### config.mk
export PLATFORM = sky130hd
export DESIGN_NAME = tblk_receiver
export DESIGN_NICKNAME = d
export VERILOG_FILES = /design/src/rtl/tblk_pkg.sv /design/src/rtl/tblk_kind_dec.sv /design/src/rtl/tblk_edc.sv /design/src/rtl/tblk_parser.sv /design/src/rtl/tblk_receiver.sv
export SDC_FILE = /design/constraint.sdc
export NUM_CORES = 1
export LEC_CHECK = 0
export BUFFER_PORTS_ARGS = -buffer_cell sky130_fd_sc_hd__buf_2
export CAP_MARGIN = 10
export CELL_PAD_IN_SITES_DETAIL_PLACEMENT = 0
export CELL_PAD_IN_SITES_GLOBAL_PLACEMENT = 1
export CORE_ASPECT_RATIO = 0.9
export CORE_MARGIN = 4
export CORE_UTILIZATION = 51
export CTS_BUF_LIST = sky130_fd_sc_hd__clkbuf_4 sky130_fd_sc_hd__clkbuf_8
export DETAILED_ROUTE_END_ITERATION = 7
export PLACE_DENSITY = 0.88
export SETUP_SLACK_MARGIN = 0.1
export SYNTH_ARGS = -nofsm -noshare
export SYNTH_HDL_FRONTEND = slang
export SYNTH_HIERARCHICAL = 1
export SYNTH_SLANG_ARGS = --single-unit
### constraint.sdc
create_clock -name clk -period 4.3 [get_ports clk]
set_clock_uncertainty 0.1 [all_clocks]
set_input_delay 1.29 -clock clk [delete_from_list [all_inputs] [get_ports clk]]
set_output_delay 1.29 -clock clk [all_outputs]
set_load 0.05 [all_outputs]
### src/rtl/tblk_pkg.sv
package tblk_pkg;
  localparam int BYTE_W = 8;
  localparam int CHK_W  = 16;

  typedef enum logic [1:0] {
    KIND_DATA = 2'b00,
    KIND_ACK  = 2'b10,
    KIND_CTRL = 2'b11
  } blk_kind_e;

  typedef enum logic [1:0] {
    FST_GOOD    = 2'b00,
    FST_BAD_EDC = 2'b01,
    FST_BAD_LEN = 2'b10
  } frm_status_e;

  typedef enum logic [2:0] {
    PS_IDLE,
    PS_ADDR,
    PS_CTRL,
    PS_LEN,
    PS_INFO,
    PS_CHK_A,
    PS_CHK_B
  } parse_st_e;
endpackage

### src/rtl/tblk_kind_dec.sv
module tblk_kind_dec
  import tblk_pkg::*;
(
  input  logic [BYTE_W-1:0] ctrl,
  output logic [1:0]        kind
);
  localparam int TOP = BYTE_W - 1;

  always_comb begin
    if (!ctrl[TOP])
      kind = KIND_DATA;
    else if (!ctrl[TOP-1])
      kind = KIND_ACK;
    else
      kind = KIND_CTRL;
  end
endmodule

### src/rtl/tblk_edc.sv
module tblk_edc
  import tblk_pkg::*;
#(
  parameter logic [CHK_W-1:0] POLY = 16'h1021,
  parameter logic [CHK_W-1:0] INIT = 16'hFFFF
) (
  input  logic              clk,
  input  logic              rst_n,
  input  logic              clr,
  input  logic              clr_crc,
  input  logic              run_crc,
  input  logic              upd,
  input  logic [BYTE_W-1:0] din,
  output logic [CHK_W-1:0]  acc
);
  localparam int SHIFT = CHK_W - BYTE_W;

  logic [CHK_W-1:0] acc_d;
  logic [CHK_W-1:0] crc_step;

  always_comb begin
    crc_step = acc ^ ({{SHIFT{1'b0}}, din} << SHIFT);
    for (int b = 0; b < BYTE_W; b++) begin
      if (crc_step[CHK_W-1])
        crc_step = (crc_step << 1) ^ POLY;
      else
        crc_step = crc_step << 1;
    end
  end

  always_comb begin
    acc_d = acc;
    if (clr)
      acc_d = clr_crc ? INIT : '0;
    else if (upd)
      acc_d = run_crc ? crc_step : {acc[CHK_W-1:BYTE_W], acc[BYTE_W-1:0] ^ din};
  end

  always_ff @(posedge clk or negedge rst_n) begin
    if (!rst_n)
      acc <= '0;
    else if (clr || upd)
      acc <= acc_d;
  end

  AST_EDC_HOLD: assert property (@(posedge clk) disable iff (!rst_n)
    (!clr && !upd) |=> $stable(acc));
endmodule

### src/rtl/tblk_parser.sv
module tblk_parser
  import tblk_pkg::*;
#(
  parameter int MAX_INFO = 254
) (
  input  logic              clk,
  input  logic              rst_n,
  input  logic              frame_start,
  input  logic              edc_sel,
  input  logic              in_valid,
  input  logic [BYTE_W-1:0] in_byte,
  input  logic [CHK_W-1:0]  edc_acc,
  output logic              edc_clr,
  output logic              edc_upd,
  output logic              crc_mode,
  output logic [BYTE_W-1:0] node_addr,
  output logic [BYTE_W-1:0] ctrl_byte,
  output logic              info_valid,
  output logic [BYTE_W-1:0] info_byte,
  output logic              done_pulse,
  output logic [1:0]        done_status
);
  localparam logic [BYTE_W-1:0] MAX_LEN = BYTE_W'(MAX_INFO);

  parse_st_e         st_q, st_d;
  logic [BYTE_W-1:0] remain_q, remain_d;
  logic              crc_d;
  logic              hi_ok_q, hi_ok_d;
  logic [BYTE_W-1:0] addr_d, ctrl_d, info_d;
  logic              info_v_d, done_d;
  logic [1:0]        status_d;
  logic              take;

  assign take    = in_valid && !frame_start;
  assign edc_clr = frame_start;

  always_comb begin
    st_d     = st_q;
    remain_d = remain_q;
    crc_d    = crc_mode;
    hi_ok_d  = hi_ok_q;
    addr_d   = node_addr;
    ctrl_d   = ctrl_byte;
    info_d   = info_byte;
    info_v_d = 1'b0;
    done_d   = 1'b0;
    status_d = done_status;
    edc_upd  = 1'b0;

    if (frame_start) begin
      st_d    = PS_ADDR;
      crc_d   = edc_sel;
      hi_ok_d = 1'b0;
    end else if (take) begin
      unique case (st_q)
        PS_ADDR: begin
          addr_d  = in_byte;
          edc_upd = 1'b1;
          st_d    = PS_CTRL;
        end
        PS_CTRL: begin
          ctrl_d  = in_byte;
          edc_upd = 1'b1;
          st_d    = PS_LEN;
        end
        PS_LEN: begin
          edc_upd = 1'b1;
          if (in_byte > MAX_LEN) begin
            done_d   = 1'b1;
            status_d = FST_BAD_LEN;
            st_d     = PS_IDLE;
          end else if (in_byte == '0) begin
            st_d = PS_CHK_A;
          end else begin
            remain_d = in_byte;
            st_d     = PS_INFO;
          end
        end
        PS_INFO: begin
          edc_upd  = 1'b1;
          info_d   = in_byte;
          info_v_d = 1'b1;
          remain_d = remain_q - 1'b1;
          if (remain_q == 8'd1)
            st_d = PS_CHK_A;
        end
        PS_CHK_A: begin
          if (crc_mode) begin
            hi_ok_d = (in_byte == edc_acc[CHK_W-1:BYTE_W]);
            st_d    = PS_CHK_B;
          end else begin
            done_d   = 1'b1;
            status_d = (in_byte == edc_acc[BYTE_W-1:0]) ? FST_GOOD : FST_BAD_EDC;
            st_d     = PS_IDLE;
          end
        end
        PS_CHK_B: begin
          done_d   = 1'b1;
          status_d = (hi_ok_q && in_byte == edc_acc[BYTE_W-1:0]) ? FST_GOOD : FST_BAD_EDC;
          st_d     = PS_IDLE;
        end
        default: st_d = PS_IDLE;
      endcase
    end
  end

  always_ff @(posedge clk or negedge rst_n) begin
    if (!rst_n) begin
      st_q        <= PS_IDLE;
      remain_q    <= '0;
      crc_mode    <= 1'b0;
      hi_ok_q     <= 1'b0;
      node_addr   <= '0;
      ctrl_byte   <= '0;
      info_byte   <= '0;
      info_valid  <= 1'b0;
      done_pulse  <= 1'b0;
      done_status <= '0;
    end else begin
      st_q        <= st_d;
      remain_q    <= remain_d;
      crc_mode    <= crc_d;
      hi_ok_q     <= hi_ok_d;
      node_addr   <= addr_d;
      ctrl_byte   <= ctrl_d;
      info_byte   <= info_d;
      info_valid  <= info_v_d;
      done_pulse  <= done_d;
      done_status <= status_d;
    end
  end

  AST_DONE_ONE_CYCLE: assert property (@(posedge clk) disable iff (!rst_n)
    done_pulse |=> !done_pulse);
  AST_INFO_NOT_DONE: assert property (@(posedge clk) disable iff (!rst_n)
    !(info_valid && done_pulse));
  AST_STATUS_LEGAL: assert property (@(posedge clk) disable iff (!rst_n)
    done_pulse |-> (done_status != 2'b11));
  AST_IDLE_QUIET: assert property (@(posedge clk) disable iff (!rst_n)
    (st_q == PS_IDLE) |=> !info_valid);
  AST_REMAIN_BOUND: assert property (@(posedge clk) disable iff (!rst_n)
    (st_q == PS_INFO) |-> (remain_q != '0 && remain_q <= MAX_LEN));
  AST_GAP_HOLD: assert property (@(posedge clk) disable iff (!rst_n)
    (!in_valid && !frame_start) |=> $stable(st_q));
endmodule

### src/rtl/tblk_receiver.sv
module tblk_receiver
  import tblk_pkg::*;
#(
  parameter int               MAX_INFO = 254,
  parameter logic [15:0]      CRC_POLY = 16'h1021,
  parameter logic [15:0]      CRC_INIT = 16'hFFFF
) (
  input  logic       clk,
  input  logic       rst_n,
  input  logic       frame_start,
  input  logic       edc_sel,
  input  logic       in_valid,
  input  logic [7:0] in_byte,
  output logic [7:0] node_addr,
  output logic [7:0] ctrl_byte,
  output logic [1:0] blk_kind,
  output logic       info_valid,
  output logic [7:0] info_byte,
  output logic       done_pulse,
  output logic [1:0] done_status
);
  logic              edc_clr;
  logic              edc_upd;
  logic              crc_mode;
  logic [CHK_W-1:0]  edc_acc;

  tblk_parser #(.MAX_INFO(MAX_INFO)) parse_i (
    .clk         (clk),
    .rst_n       (rst_n),
    .frame_start (frame_start),
    .edc_sel     (edc_sel),
    .in_valid    (in_valid),
    .in_byte     (in_byte),
    .edc_acc     (edc_acc),
    .edc_clr     (edc_clr),
    .edc_upd     (edc_upd),
    .crc_mode    (crc_mode),
    .node_addr   (node_addr),
    .ctrl_byte   (ctrl_byte),
    .info_valid  (info_valid),
    .info_byte   (info_byte),
    .done_pulse  (done_pulse),
    .done_status (done_status)
  );

  tblk_edc #(.POLY(CRC_POLY), .INIT(CRC_INIT)) edc_i (
    .clk     (clk),
    .rst_n   (rst_n),
    .clr     (edc_clr),
    .clr_crc (edc_sel),
    .run_crc (crc_mode),
    .upd     (edc_upd),
    .din     (in_byte),
    .acc     (edc_acc)
  );

  tblk_kind_dec kind_i (
    .ctrl (ctrl_byte),
    .kind (blk_kind)
  );
endmodule

==> run_results.csv <==
group,metric,value,unit
run,cap_violations,0,
critical_path,r2r_end,"edc_i/acc[0]$_DFFE_PN0P_",
sta,tns,0,ns
floorplan,initial_core_util,53.8,%
critical_path,r2r_start,"parse_i/st_q[2]$_DFFE_PN0P_",
grt,track_usage,21.4,%
synthesis,ys_seq_area_share,42.4,%
place,gp_congestion,0.905,
synthesis,synthAdderAreaFrac,0.744,%
cts,root_buffer,"clkbuf_8",
critical_path,ff2ff_path_depth,7,
grt,grt_busiest_layer,"met2",
detailed_routing,drt_first_pass_iters,5,
synthesis,synth-async-reset-ratio,100,%
finish,fin_util,59.8,%
place,dp_hpwl,5630,µm
synthesis,synth-simple-area-share,12.9,%
worst_hold_path,min_path_type,"flip-flop to flip-flop",
detailed_routing,num_vias,2563,
cts,cts_sinks,57,
cts,clockBufferDepth,2,
sta,hold_viol,0,
floorplan,die_w,93.6,µm
synthesis,synthXorXnorAreaFrac,13.3,%
finish,drive_gt1_share,29.1,%
grt,grt_pass1_wl,13200,µm
detailed_routing,drc,0,
sta,setup_viol,0,
critical_path,path_max_fanout,20,
synthesis,synth_edf_count,0,
power_and_ir_drop,power_density,494,nW/µm²
floorplan,num_rows,27,
grt,grt_pass1_vias,2534,
synthesis,synthCells,321,
detailed_routing,viasPerCell,5.72,
sta,layout_setup_ws,1.62,ns
grt,met3_usage,6.83,%
floorplan,core-area,6250,µm²
synthesis,syn_area_per_cell,10.5,µm²
critical_path,rrSetupSlack,1.85,ns
synthesis,ys_dominant_reg_cell,"dfrtp_1",
finish,area_growth,11.1,%
synthesis,muxShareOfSynthArea,9.97,%
cts,cts_buffers,9,
floorplan,dieArea,7960,µm²
synthesis,synth_warnings,6,
critical_path,start_kind,"input pin",
synthesis,synth_cell_types,55,
finish,insertedDiodeCount,0,
sta,slew_headroom,52.5,%
finish,finalNetCount,371,
worst_hold_path,holdPathEnd,"parse_i/remain_q[7]$_DFFE_PN0P_",
worst_hold_path,hold_depth,1,
cts,cts.hold.buffers_added,0,
sta,finalMaxSlewViolations,0,
place,placement.cell_area,3530,µm²
place,dp_slack,1.31,ns
cts,tritoncts,"yes",
synthesis,synth_area,3360,µm²
cts,clk_pin_slew,0.08,ns
detailed_routing,ant_nets,0,
synthesis,synthesis.nets,336,
power_and_ir_drop,irDropWorstVdd,0.000335,V
cts,cts.repair.resized,0,
critical_path,cp-startpoint,"frame_start",
floorplan,die_h,85.1,µm
grt,overflow,0,
detailed_routing,drt_iter0_drc,179,
sta,rsz0062_at_grt,"false",
cts,cts-htree-levels,3,
sta,worst_pin_slew,0.710,ns
grt,antenna_found_initial,0,
detailed_routing,wire_per_inst,17.6,µm
power_and_ir_drop,leakage,0.00167,µW
power_and_ir_drop,total_power,1850,µW
status,status,"completed",
grt,met1_usage,29.4,%
critical_path,arrival,2.82,ns
worst_hold_path,min_from,"parse_i/remain_q[7]$_DFFE_PN0P_",
cts,cts_setup_buffers,0,
finish,fin_area,3740,µm²
grt,grt_max_degree,37,
sta,fin_crit,2.68,ns
sta,finalCritPeriodShare,62.4,%
floorplan,io_pins,43,
synthesis,synth_seq_cells,57,
grt,gr-usage-met2,33.2,%
detailed_routing,totalWireLength,7890,µm
critical_path,critPathKind,"input pin to flip-flop",
critical_path,worstPathRequired,4.44,ns
synthesis,synth_compound_area_share,14.4,%
cts,clk_latency,0.35,ns
critical_path,end_kind,"flip-flop",
synthesis,synth_top_family_by_area,"compound AO/OA/AOI/OAI gates",
sta,fmax,373,MHz
place,port_buffers,42,
layout by cell type, fill, tap and decap left out, types with 4 or more instances in the layout:
cell type	netlist	layout
nor3_1	4	4
nand4_1	5	5
mux2i_1	5	5
inv_6	0	4
inv_1	11	11
nor2_1	18	18
a22oi_1	6	6
mux2_2	24	24
a21oi_1	30	30
dfrtp_1	57	57
nand3_1	5	5
xnor2_1	32	32
o21ai_0	21	21
nand2b_1	4	4
clkbuf_8	4	9
o22ai_1	5	5
nand2_1	13	13
buf_2	2	42
xor2_2	4	4
xor2_1	6	6
synthesized netlist by cell type, types with 2 or more instances:
| master | n | area [µm²] |
|---|---|---|
| or4_1 | 3 | 22.5 |
| and2_1 | 2 | 12.5 |
| a22oi_1 | 6 | 45.0 |
| dfrtp_1 | 57 | 1430 |
| clkbuf_8 | 4 | 55.1 |
| inv_1 | 11 | 41.3 |
| a221oi_1 | 3 | 26.3 |
| buf_4 | 2 | 15.0 |
| nor2_1 | 18 | 67.6 |
| xnor2_1 | 32 | 280 |
| mux2i_1 | 5 | 50.1 |
| nor3_1 | 4 | 20.0 |
| nand4_1 | 5 | 31.3 |
| nor4_1 | 2 | 12.5 |
| nand3_1 | 5 | 25.0 |
| o2bb2ai_1 | 3 | 26.3 |
| xor2_1 | 6 | 52.6 |
| mux2_2 | 24 | 270 |
| nor2b_1 | 2 | 12.5 |
| or4_4 | 2 | 22.5 |
| a21oi_1 | 30 | 150 |
| ha_1 | 2 | 25.0 |
| xnor2_2 | 3 | 48.8 |
| a31oi_1 | 2 | 12.5 |
| clkbuf_1 | 6 | 22.5 |
| o22ai_1 | 5 | 31.3 |
| o21ai_0 | 21 | 105 |
| o21ai_1 | 2 | 10.0 |
| or3_1 | 3 | 18.8 |
| buf_2 | 2 | 10.0 |
| xor2_2 | 4 | 65.1 |
| nand2b_1 | 4 | 25.0 |
| nor3b_1 | 2 | 15.0 |
| nand2_1 | 13 | 48.8 |
| buf_6 | 6 | 67.6 |
power by group:
| part | switching (µW) | internal [µW] |
|---|---|---|
| clock network | 257 | 280 |
| registers | 93.6 | 629 |
| logic | 377 | 209 |
worst max-delay path: stages:
cell      delay, ns
buf_2          0.20
nand2b_1       0.28
a21oi_1        0.16
buf_4          0.21
nor2b_1        0.26
o21ai_0        0.14
a22oi_1        0.22
nor2_1         0.06
logic make-up after synthesis:
family / count (synthesis)
DFF: 57
muxes: 30
adders and majority gates: 2
AOI/OAI and AO/OA: 80
buffers and inverters: 31
and+or+nand+nor: 76
xor gates and xnor gates: 45
worst max-delay path by stage:
stage,to,depth (start not counted)
finish,edc_i/acc[0]$_DFFE_PN0P_,8
global route,edc_i/acc[6]$_DFFE_PN0P_,8
CTS,edc_i/acc[1]$_DFFE_PN0P_,8
detailed placement,parse_i/remain_q[1]$_DFFE_PN0P_,6
global placement,parse_i/remain_q[1]$_DFFE_PN0P_,6
floorplan,parse_i/remain_q[1]$_DFFE_PN0P_,6
through the flow:
step	hold WS, ns	instances
global placement	0.382	432
detailed placement	0.388	432
floorplan	0.357	321
finish	0.405	448
CTS	0.406	448
global route	0.417	448
metal layers:
layer	routed length, µm	up-vias
met5	0	-
met4	39	0
met3	450	6
met2	3710	89
met1	3690	1263
li1	-	1205
registers in the layout, indices dropped and copies added, names as in the netlist:
signal,cells
parse_i/done_pulse,1
parse_i/st_q,3
parse_i/info_valid,1
parse_i/done_status,2
parse_i/ctrl_byte,8
edc_i/acc,16
parse_i/info_byte,8
parse_i/crc_mode,1
parse_i/hi_ok_q,1
parse_i/node_addr,8
parse_i/remain_q,8
final cells by class:
class	instances	area (µm²)
clock buffer	9	124
tap	87	109
timing repair buffer	44	225
clock inverter	7	85.1
inverter	11	41.3
sequential	57	1430
multi-input combinational	233	1730
fill	541	2510
No activity file was read; power rests on OpenSTA's default activity.
